### config.mk
export PLATFORM = sky130hd
export DESIGN_NAME = async_rx
export DESIGN_NICKNAME = d
export VERILOG_FILES = /design/src/rtl/async_rx_pkg.sv /design/src/rtl/async_rx_sync.sv /design/src/rtl/async_rx_frame.sv /design/src/rtl/async_rx_fifo.sv /design/src/rtl/async_rx.sv
export SDC_FILE = /design/constraint.sdc
export NUM_CORES = 2
export LEC_CHECK = 0
export ABC_AREA = 1
export BUFFER_PORTS_ARGS = -buffer_cell sky130_fd_sc_hd__buf_2
export CORE_ASPECT_RATIO = 0.7
export CORE_MARGIN = 1
export CORE_UTILIZATION = 50
export DETAILED_ROUTE_END_ITERATION = 8
export PLACE_DENSITY_LB_ADDON = 0.1
export REMOVE_ABC_BUFFERS = 1
export SLEW_MARGIN = 20
export SYNTH_ARGS = -nofsm -noshare
export SYNTH_HDL_FRONTEND = slang
export SYNTH_SLANG_ARGS = --single-unit
### constraint.sdc
create_clock -name clk_i -period 3.85 [get_ports clk_i]
set_input_delay 0.385 -clock clk_i [delete_from_list [all_inputs] [get_ports clk_i]]
set_output_delay 0.385 -clock clk_i [all_outputs]
set_load 0.02 [all_outputs]
### src/rtl/async_rx_pkg.sv
package async_rx_pkg;
  typedef enum logic [2:0] {
    ST_IDLE, ST_START, ST_DATA, ST_PAR, ST_STOP
  } rx_state_e;

  typedef enum logic [1:0] {
    PAR_NONE = 2'b00, PAR_EVEN = 2'b01, PAR_ODD = 2'b10, PAR_NONE2 = 2'b11
  } par_mode_e;

  typedef struct packed {
    logic [7:0] data;
    logic       perr;
    logic       ferr;
  } rx_char_t;
endpackage

### src/rtl/async_rx_sync.sv
module async_rx_sync #(
  parameter int STAGES = 2
) (
  input  logic clk_i,
  input  logic rst_ni,
  input  logic d_i,
  output logic q_o
);
  logic [STAGES-1:0] sr_q;

  generate
    if (STAGES == 1) begin : g_one
      always_ff @(posedge clk_i or negedge rst_ni)
        if (!rst_ni) sr_q <= '1;
        else         sr_q <= d_i;
    end else begin : g_many
      always_ff @(posedge clk_i or negedge rst_ni)
        if (!rst_ni) sr_q <= '1;
        else         sr_q <= {sr_q[STAGES-2:0], d_i};
    end
  endgenerate

  assign q_o = sr_q[STAGES-1];
endmodule

### src/rtl/async_rx_frame.sv
module async_rx_frame
  import async_rx_pkg::*;
#(
  parameter int OSR = 16
) (
  input  logic     clk_i,
  input  logic     rst_ni,
  input  logic     tick_i,
  input  logic     rxd_i,
  input  logic     len8_i,
  input  logic [1:0] par_mode_i,
  input  logic     stop2_i,
  output logic     push_o,
  output rx_char_t char_o
);
  localparam int CW = $clog2(OSR);
  localparam logic [CW-1:0] CNT_LAST = CW'(OSR - 1);
  localparam logic [CW-1:0] CNT_MID  = CW'(OSR / 2 - 1);

  rx_state_e   state_q;
  logic [CW-1:0] cnt_q;
  logic [2:0]  idx_q;
  logic [7:0]  sh_q;
  logic        prev_q, acc_q, perr_q, ferr_q, stop_idx_q;
  logic        len8_q, stop2_q;
  par_mode_e   par_q;
  logic        par_en, last_bit, at_end;

  assign par_en   = (par_q == PAR_EVEN) || (par_q == PAR_ODD);
  assign last_bit = (idx_q == (len8_q ? 3'd7 : 3'd6));
  assign at_end   = (cnt_q == CNT_LAST);

  always_ff @(posedge clk_i or negedge rst_ni) begin
    if (!rst_ni) begin
      state_q    <= ST_IDLE;
      cnt_q      <= '0;
      idx_q      <= '0;
      sh_q       <= '0;
      prev_q     <= 1'b1;
      acc_q      <= 1'b0;
      perr_q     <= 1'b0;
      ferr_q     <= 1'b0;
      stop_idx_q <= 1'b0;
      len8_q     <= 1'b1;
      stop2_q    <= 1'b0;
      par_q      <= PAR_NONE;
      push_o     <= 1'b0;
      char_o     <= '0;
    end else begin
      push_o <= 1'b0;
      if (tick_i) begin
        prev_q <= rxd_i;
        case (state_q)
          ST_IDLE: if (prev_q && !rxd_i) begin
            state_q    <= ST_START;
            cnt_q      <= CW'(1);  // detection tick is tick 1 of the start bit
            len8_q     <= len8_i;
            stop2_q    <= stop2_i;
            par_q      <= par_mode_e'(par_mode_i);
            acc_q      <= 1'b0;
            perr_q     <= 1'b0;
            ferr_q     <= 1'b0;
            stop_idx_q <= 1'b0;
          end
          ST_START: if (cnt_q == CNT_MID) begin
            cnt_q <= '0;
            idx_q <= '0;
            state_q <= rxd_i ? ST_IDLE : ST_DATA;  // high at centre: glitch
          end else cnt_q <= cnt_q + 1'b1;
          ST_DATA: if (at_end) begin
            cnt_q <= '0;
            sh_q  <= {rxd_i, sh_q[7:1]};
            acc_q <= acc_q ^ rxd_i;
            idx_q <= idx_q + 1'b1;
            if (last_bit) state_q <= par_en ? ST_PAR : ST_STOP;
          end else cnt_q <= cnt_q + 1'b1;
          ST_PAR: if (at_end) begin
            cnt_q   <= '0;
            perr_q  <= acc_q ^ rxd_i ^ (par_q == PAR_ODD);
            state_q <= ST_STOP;
          end else cnt_q <= cnt_q + 1'b1;
          ST_STOP: if (at_end) begin
            cnt_q <= '0;
            if (stop2_q && !stop_idx_q) begin
              stop_idx_q <= 1'b1;
              ferr_q     <= ferr_q | ~rxd_i;
            end else begin
              state_q     <= ST_IDLE;
              push_o      <= 1'b1;
              char_o.data <= len8_q ? sh_q : {1'b0, sh_q[7:1]};
              char_o.perr <= perr_q;
              char_o.ferr <= ferr_q | ~rxd_i;
            end
          end else cnt_q <= cnt_q + 1'b1;
          default: state_q <= ST_IDLE;
        endcase
      end
    end
  end
endmodule

### src/rtl/async_rx_fifo.sv
module async_rx_fifo
  import async_rx_pkg::*;
#(
  parameter int DEPTH = 128,
  parameter int CNT_W = $clog2(DEPTH + 1)
) (
  input  logic             clk_i,
  input  logic             rst_ni,
  input  logic             push_i,
  input  rx_char_t         wdata_i,
  output logic             full_o,
  output rx_char_t         rdata_o,
  output logic             rvalid_o,
  input  logic             rready_i,
  output logic [CNT_W-1:0] count_o
);
  localparam int AW = $clog2(DEPTH);

  rx_char_t mem_q [DEPTH];
  logic [AW-1:0]    wp_q, rp_q;
  logic [CNT_W-1:0] cnt_q;
  logic             wr_en, rd_en;

  assign full_o   = (cnt_q == CNT_W'(DEPTH));
  assign rvalid_o = (cnt_q != '0);
  assign wr_en    = push_i && !full_o;
  assign rd_en    = rvalid_o && rready_i;
  assign rdata_o  = mem_q[rp_q];
  assign count_o  = cnt_q;

  always_ff @(posedge clk_i)
    if (wr_en) mem_q[wp_q] <= wdata_i;

  always_ff @(posedge clk_i or negedge rst_ni) begin
    if (!rst_ni) begin
      wp_q  <= '0;
      rp_q  <= '0;
      cnt_q <= '0;
    end else begin
      if (wr_en) wp_q <= wp_q + 1'b1;
      if (rd_en) rp_q <= rp_q + 1'b1;
      case ({wr_en, rd_en})
        2'b10:   cnt_q <= cnt_q + 1'b1;
        2'b01:   cnt_q <= cnt_q - 1'b1;
        default: cnt_q <= cnt_q;
      endcase
    end
  end
endmodule

### src/rtl/async_rx.sv
module async_rx
  import async_rx_pkg::*;
#(
  parameter int OSR         = 16,
  parameter int SYNC_STAGES = 2,
  parameter int DEPTH       = 128,
  parameter int CNT_W       = $clog2(DEPTH + 1)
) (
  input  logic             clk_i,
  input  logic             rst_ni,
  input  logic             tick_i,
  input  logic             rxd_i,
  input  logic             len8_i,
  input  logic [1:0]       par_mode_i,
  input  logic             stop2_i,
  input  logic             ovr_clr_i,
  output logic [7:0]       rd_data_o,
  output logic             rd_perr_o,
  output logic             rd_ferr_o,
  output logic             rd_valid_o,
  input  logic             rd_ready_i,
  output logic [CNT_W-1:0] count_o,
  output logic             overrun_o
);
  logic     rxd_s, frm_push, fifo_full;
  rx_char_t frm_char, head;

  async_rx_sync #(.STAGES(SYNC_STAGES)) i_sync (
    .clk_i(clk_i), .rst_ni(rst_ni), .d_i(rxd_i), .q_o(rxd_s)
  );

  async_rx_frame #(.OSR(OSR)) i_frame (
    .clk_i(clk_i), .rst_ni(rst_ni), .tick_i(tick_i), .rxd_i(rxd_s),
    .len8_i(len8_i), .par_mode_i(par_mode_i), .stop2_i(stop2_i),
    .push_o(frm_push), .char_o(frm_char)
  );

  async_rx_fifo #(.DEPTH(DEPTH), .CNT_W(CNT_W)) i_fifo (
    .clk_i(clk_i), .rst_ni(rst_ni), .push_i(frm_push), .wdata_i(frm_char),
    .full_o(fifo_full), .rdata_o(head), .rvalid_o(rd_valid_o),
    .rready_i(rd_ready_i), .count_o(count_o)
  );

  always_ff @(posedge clk_i or negedge rst_ni)
    if (!rst_ni)                    overrun_o <= 1'b0;
    else if (frm_push && fifo_full) overrun_o <= 1'b1;
    else if (ovr_clr_i)             overrun_o <= 1'b0;

  assign rd_data_o = head.data;
  assign rd_perr_o = head.perr;
  assign rd_ferr_o = head.ferr;
endmodule

## Yosys cells after proc, flatten, opt, wreduce, memory -nomap -nowiden

Memories as Yosys holds them, arrays and structs flattened.
Index checks and enable logic that the tools add are counted.

| storage, ports and cells | value |
|---|---|
| memories | 1 |
| word-level logic and storage cells | 120 |
| output and inout port bits | 20 |
| bits in writable memories | 1280 |
| input port bits | 10 |
| bits in registers | 63 |

Memory list:

| memory | words | bits a word | rd ports | clocked after memory_dff | write ports | RTL line | text |
|---|---|---|---|---|---|---|---|
| i_fifo.mem_q | 128 | 10 | 1 | 0 | 1 | async_rx_fifo.sv:19 | `rx_char_t mem_q [DEPTH];` |

| cells by class | value |
|---|---|
| bitwise operators | 5 |
| $add $sub $neg | 6 |
| reduce and logical (&&, ||, !) cells | 28 |
| mux-type cells | 39 |
| eq/ne operators | 20 |

Operator list:

| operator | count |
|---|---|
| $mux 3 | 10 |
| $mux 1 | 16 |
| $pmux 8 s2 | 1 |
| $reduce_and 4->1 | 4 |
| $pmux 3 s5 | 1 |
| $add 7x1->7 const B | 2 |
| $ne 2x1->1 const B | 7 |
| $mux 4 | 3 |
| $pmux 4 s3 | 1 |
| $reduce_bool 2->1 | 6 |
| $reduce_and 3->1 | 3 |
| $add 8x1->8 const B | 1 |
| $eq 8x8->1 const B | 1 |
| $mux 8 | 1 |
| $pmux 1 s2 | 4 |
| $reduce_and 8->1 | 1 |
| $reduce_bool 8->1 | 1 |
| $sub 8x1->8 const B | 1 |
| $eq 3x2->1 const B | 2 |
| $pmux 3 s2 | 1 |
| $logic_and 1x1->1 | 5 |
| $reduce_and 5->1 | 1 |
| $add 4x1->4 const B | 1 |
| $eq 2x1->1 const B | 2 |
| other kinds (17) | 22 |

## Logic depth before layout (Yosys ltp)

| depth | value |
|---|---|
| word-level depth | 6 |
| depth in mapped cells | 17 |

## Modules after synthesis

A second synthesis with hierarchy kept.

| unflattened totals | value |
|---|---|
| cells, all modules | 5525 |
| area total of the unflattened synthesis | 57684.1 µm² |

Modules (own cells, without submodules):

| module | seq. area each (µm²) | cells each | instances | area an instance (µm²) |
|---|---|---|---|---|
| async_rx_fifo | 38987.4 | 5273 | 1 | 55610.8 |
| async_rx_frame | 953.4 | 245 | 1 | 1980.6 |
| async_rx_sync | 52.6 | 2 | 1 | 52.6 |
| async_rx | 25.0 | 5 | 1 | 40.0 |

## Worst setup path before layout

No wires, ideal clock.

| timing path | value |
|---|---|
| path type | register -> register |
| start point | register i_fifo.cnt_q[1], in the netlist i_fifo.count_o[1] |
| end point | register i_fifo.cnt_q[6], in the netlist i_fifo.count_o[6] |
| slack | 1155 ps |
| data arrival time | 2613 ps |
| stages on the path, launching flop included | 18 |
| path through | dfrtp_1 inv_1 nand4_1 inv_1 nand2_1 nand2_1 inv_1 ha_1 inv_1 fa_1 inv_1 nand3_1 nand2_1 nand2_1 nand2_1 a21oi_1 or2_2 a31oi_1 |

RTL lines:

| item | RTL line | text |
|---|---|---|
| start, declared | async_rx_fifo.sv:21 | `logic [CNT_W-1:0] cnt_q;` |
| start signal, assigned | async_rx_fifo.sv:43 | `2'b10: cnt_q <= cnt_q + 1'b1;` |
| start signal, assigned | async_rx_fifo.sv:44 | `2'b01: cnt_q <= cnt_q - 1'b1;` |
| start signal, assigned | async_rx_fifo.sv:45 | `default: cnt_q <= cnt_q;` |
| $reduce_bool 8->1 (*) | async_rx_fifo.sv:25 | `assign rvalid_o = (cnt_q != '0);` |
| via rd_valid_o | async_rx.sv:20 | `output logic rd_valid_o,` |
| $logic_and 1x1->1 (*) | async_rx_fifo.sv:27 | `assign rd_en = rvalid_o && rready_i;` |
| via i_fifo.rd_en | async_rx_fifo.sv:22 | `logic wr_en, rd_en;` |
| $eq 2x1->1 / $eq 2x2->1 (equally long branches) | async_rx_fifo.sv:42 | `case ({wr_en, rd_en})` |
| $pmux 8 s2 / $reduce_bool 2->1 (equally long branches) | -- |  |

Mark *: on every way through the listed nets, which the timed path passes. The rest lies on a longest branch.
A chain may end at the register's enable or synchronous reset.

## Worst setup path in the final report

| timing path | value |
|---|---|
| start point | register i_fifo.rp_q[1] |
| end point | output rd_data_o[5] |

| on the way | value |
|---|---|
| word-level cells in the longest chain between the ends | 1 |

Ends and longest elaborated chain:

| item | RTL line | text |
|---|---|---|
| start, declared | async_rx_fifo.sv:20 | `logic [AW-1:0] wp_q, rp_q;` |
| start signal, assigned | async_rx_fifo.sv:41 | `if (rd_en) rp_q <= rp_q + 1'b1;` |
| $mem_v2 128x10 | -- |  |
| end, declared | async_rx.sv:17 | `output logic [7:0] rd_data_o,` |

No other way between the ends.

==> results by group <==
Die
  • DIE WIDTH: 407 um
  • Io pins: 30
  • Initial Util: 50.6%
  • Area of the core: 113000 um2
  • DIE AREA: 116000 um2
  • Die height: 285 um
  • Cell row count: 103

Pwr
  • P per Cell Area: 703 nW/um2
  • Clock network power share: 27.7%
  • LEAKAGE: 25.1 nW
  • Max VDD drop: 0.535 mV
  • Power share of the combinational group: 36.8%
  • Int Pwr: 28.2 mW
  • Total power: 45.5 mW
  • Part of the power in registers: 35.5%
  • Switching part of the total power: 38.0%
  • Net Sw Power: 17.3 mW

Placed design
  • Final HPWL DP: 91.8 mm
  • PortBufs: 29
  • RePlAce Congestion: 0.852

Synthesis
  • Cell Area, Synth: 57300 um2
  • Synth Area in Adders: 0.297%
  • Mapped Cells: 5470
  • FFs w/ async S/R, synth: 4.69%
  • Ranking of synthesized cells by area: edfxtp_1 67%, nand2_1 11%, nor2_1 4.8%
  • Seq cells post-synth: 1343
  • Synth top cells by count: 1666 x nand2_1, 1280 x edfxtp_1, 727 x nor2_1
  • Post-Synth XOR/XNOR Area: 0.260%
  • Simple-gate share of the synthesized area: 20.6%
  • Commonest register cell after synthesis: edfxtp_1
  • Synth Warn #: 0
  • Largest family of logic cells by synthesized area: simple AND/OR/NAND/NOR gates
  • Most frequent cell after synthesis: nand2_1
  • Area fraction of the dominant cell type after synthesis: 67.1%
  • Seq/Total Area, Yosys: 69.8%
  • Largest area contributor in the netlist: edfxtp_1
  • Area fraction in compound gates after synthesis: 2.91%
  • Mux cell area share after synthesis: 0.0197%
  • Post-Syn Area per Cell: 10.5 um2
  • Netlist cell types: 35
  • Post-synth EDFFs: 1280

Timing
  • Hold Fails Final Rpt: 0
  • Number of setup violations in the final report: 0
  • Final period util: 98.6%
  • Final slew viol count: 0
  • Slew margin rel.: 25.3%
  • Tmin final: 3800 ps
  • Setup Skew: 25.6 ps
  • Fmax: 263 MHz
  • Worst-Margin Slew: 1120 ps
  • Worst hold slack: 155 ps
  • RSZ-0062 raised after global routing: true

Worst setup path
  • Startpoint types: flip-flop
  • Element type at the critical path end: output pin
  • Worst r2r dst: i_fifo.count_o[6]
  • WS Path Type: reg -> out
  • Worst r2r src: i_fifo.count_o[4]
  • CP max FO: 88
  • Worst reg2reg path depth: 17
  • CP Data Required Time: 3460 ps
  • CP Data Arrival Time: 3410 ps
  • R2r setup slk: 640 ps

Global routing
  • Initial antenna violation count: 2
  • Vias in the first global route: 36300
  • Tot GR Track Use: 27.1%
  • Global-route wire length before repair: 233 mm
  • Largest net degree at the start of global routing: 105
  • Gr ovfl total: 0

Finish
  • Syn-to-layout area delta: 13.1%
  • Final net count: 5621
  • Share of post-route cells with drive strength above 1: 8.87%
  • Ant. Diodes: 0

Routing
  • DR vias: 39000
  • DRC viols: 0
  • Drt pass-1 iters: 6
  • Total Wirelength: 157 mm
  • Vias/cell: 5.40
  • Detail Route Antenna Nets: 0
  • Routed len/inst: 21.8 um
  • Number of DRC markers in iteration 0: 4329

CTS
  • CTS tree: built
  • Clock root buffer: clkbuf_16
  • Worst-skew pair later-pin latency: 750 ps
  • H-tree depth: 4
  • Sink Count: 1343
  • Num CTS Buffers: 136
  • CTS clk-pin slew, worst paths: 60 ps
  • Deepest clock path buffer count: 3

Outcome
  • Outcome: finished clean

Job
  • Max-Cap Viols: 0

Worst hold path
  • Worst min-delay path class: in -> async
==> logic make-up after synthesis <==
kind of cell | count (synthesis)
mux | 1
xor+xnor | 17
buf+inv | 809
compound gates | 329
flops | 1343
simple gates | 2958
fa+ha+maj | 13
==> layout make-up <==
cell class	count	area, um2
clock inverter	53	423
sequential	1343	40100
inverter	529	2040
timing repair buffer	266	2650
fill	9600	48300
clock buffer	183	3710
tap	1522	1900
multi-input combinational	3318	14000
timing repair inverter	4	37.5
==> through the flow <==
step / setup TNS (ps) / utilization (%) / worst slack [ps] / instances / area [um2]
2_1_floorplan: -248750 / - / -18320 / 5190 / 55800
3_3_place_gp: 0 / 53.1 / 435 / 6948 / 60100
3_5_place_dp: 0 / 53.1 / 438 / 6948 / 60100
4_1_cts: -47.6 / 57.0 / -20.2 / 7200 / 64500
5_1_grt: -237 / 57.3 / -54.7 / 7218 / 64800
6_report: 0 / 57.3 / 52.6 / 7218 / 64800
==> layout by cell type (no fill, tap or decap), drive strengths merged, types with 14 or more instances in the layout <==
master	count
nand2	1666
edfxtp	1280
nor2	728
nand3	542
inv	533
o21ai	285
buf	254
clkbuf	186
dfrtp	59
clkinv	47
a21oi	32
xor2	14
==> layer usage <==
metal  share of wire (%)  up-vias  wire (um)  track usage, %
met4                 1.9        0       2940            6.77
met1                  46    19000      72300            42.1
met5                   0        -          0               0
li1                    -    18300          -               -
met2                  43     1569      68300            39.7
met3                 8.6      203      13600            4.48
==> power groups by stage <==
stage | combinational, mW | clock [mW] | sequential, mW
after floorplan | 6.56 | 0 | 17.0
after global placement | 15.6 | 0 | 16.5
after detailed placement | 15.7 | 0 | 16.5
after CTS | 16.1 | 12.8 | 16.1
after global routing | 18.2 | 13.3 | 16.2
final | 16.8 | 12.6 | 16.1
==> sequential cells by signal, summed over array words and instances, names as in the netlist, 4 cells and up <==
register and count:
i_fifo.mem_q 1280, i_frame.char_o 10, i_fifo.count_o 8, i_frame.sh_q 8, i_fifo.rp_q 7, i_fifo.wp_q 7, i_frame.cnt_q 4
==> critical path, stage by stage, from the launching register on <==
cell,delay (ps)
dfrtp_4,550
buf_4,170
buf_16,310
o21ai_0,170
o21ai_1,180
nand2_1,70
nand3_1,200
nor2_1,130
nor2_1,250
nor2_1,100
nor2_2,190
buf_2,210
==> how the worst max path moves through the flow <==
stage              startpoint            to  depth (start not counted)
2_1_floorplan  i_fifo.rp_q[0]  rd_data_o[0]                         10
4_1_cts        i_fifo.rp_q[0]  rd_data_o[0]                         17
6_report       i_fifo.rp_q[1]  rd_data_o[5]                         11
3_5_place_dp   i_fifo.rp_q[0]  rd_data_o[1]                         16
3_3_place_gp   i_fifo.rp_q[0]  rd_data_o[1]                         16
5_1_grt        i_fifo.rp_q[0]  rd_data_o[0]                         17
==> timing repair <==
item	CTS	global route
gates resized for setup	26	19
pin swaps	0	1
cloned	4	4
endpoints found under the setup margin	10	9
setup buffers	5	14
hold buffers	8	0
endpoints found under the hold margin	70	0
Note: power is estimated with default switching activity, not from simulation.
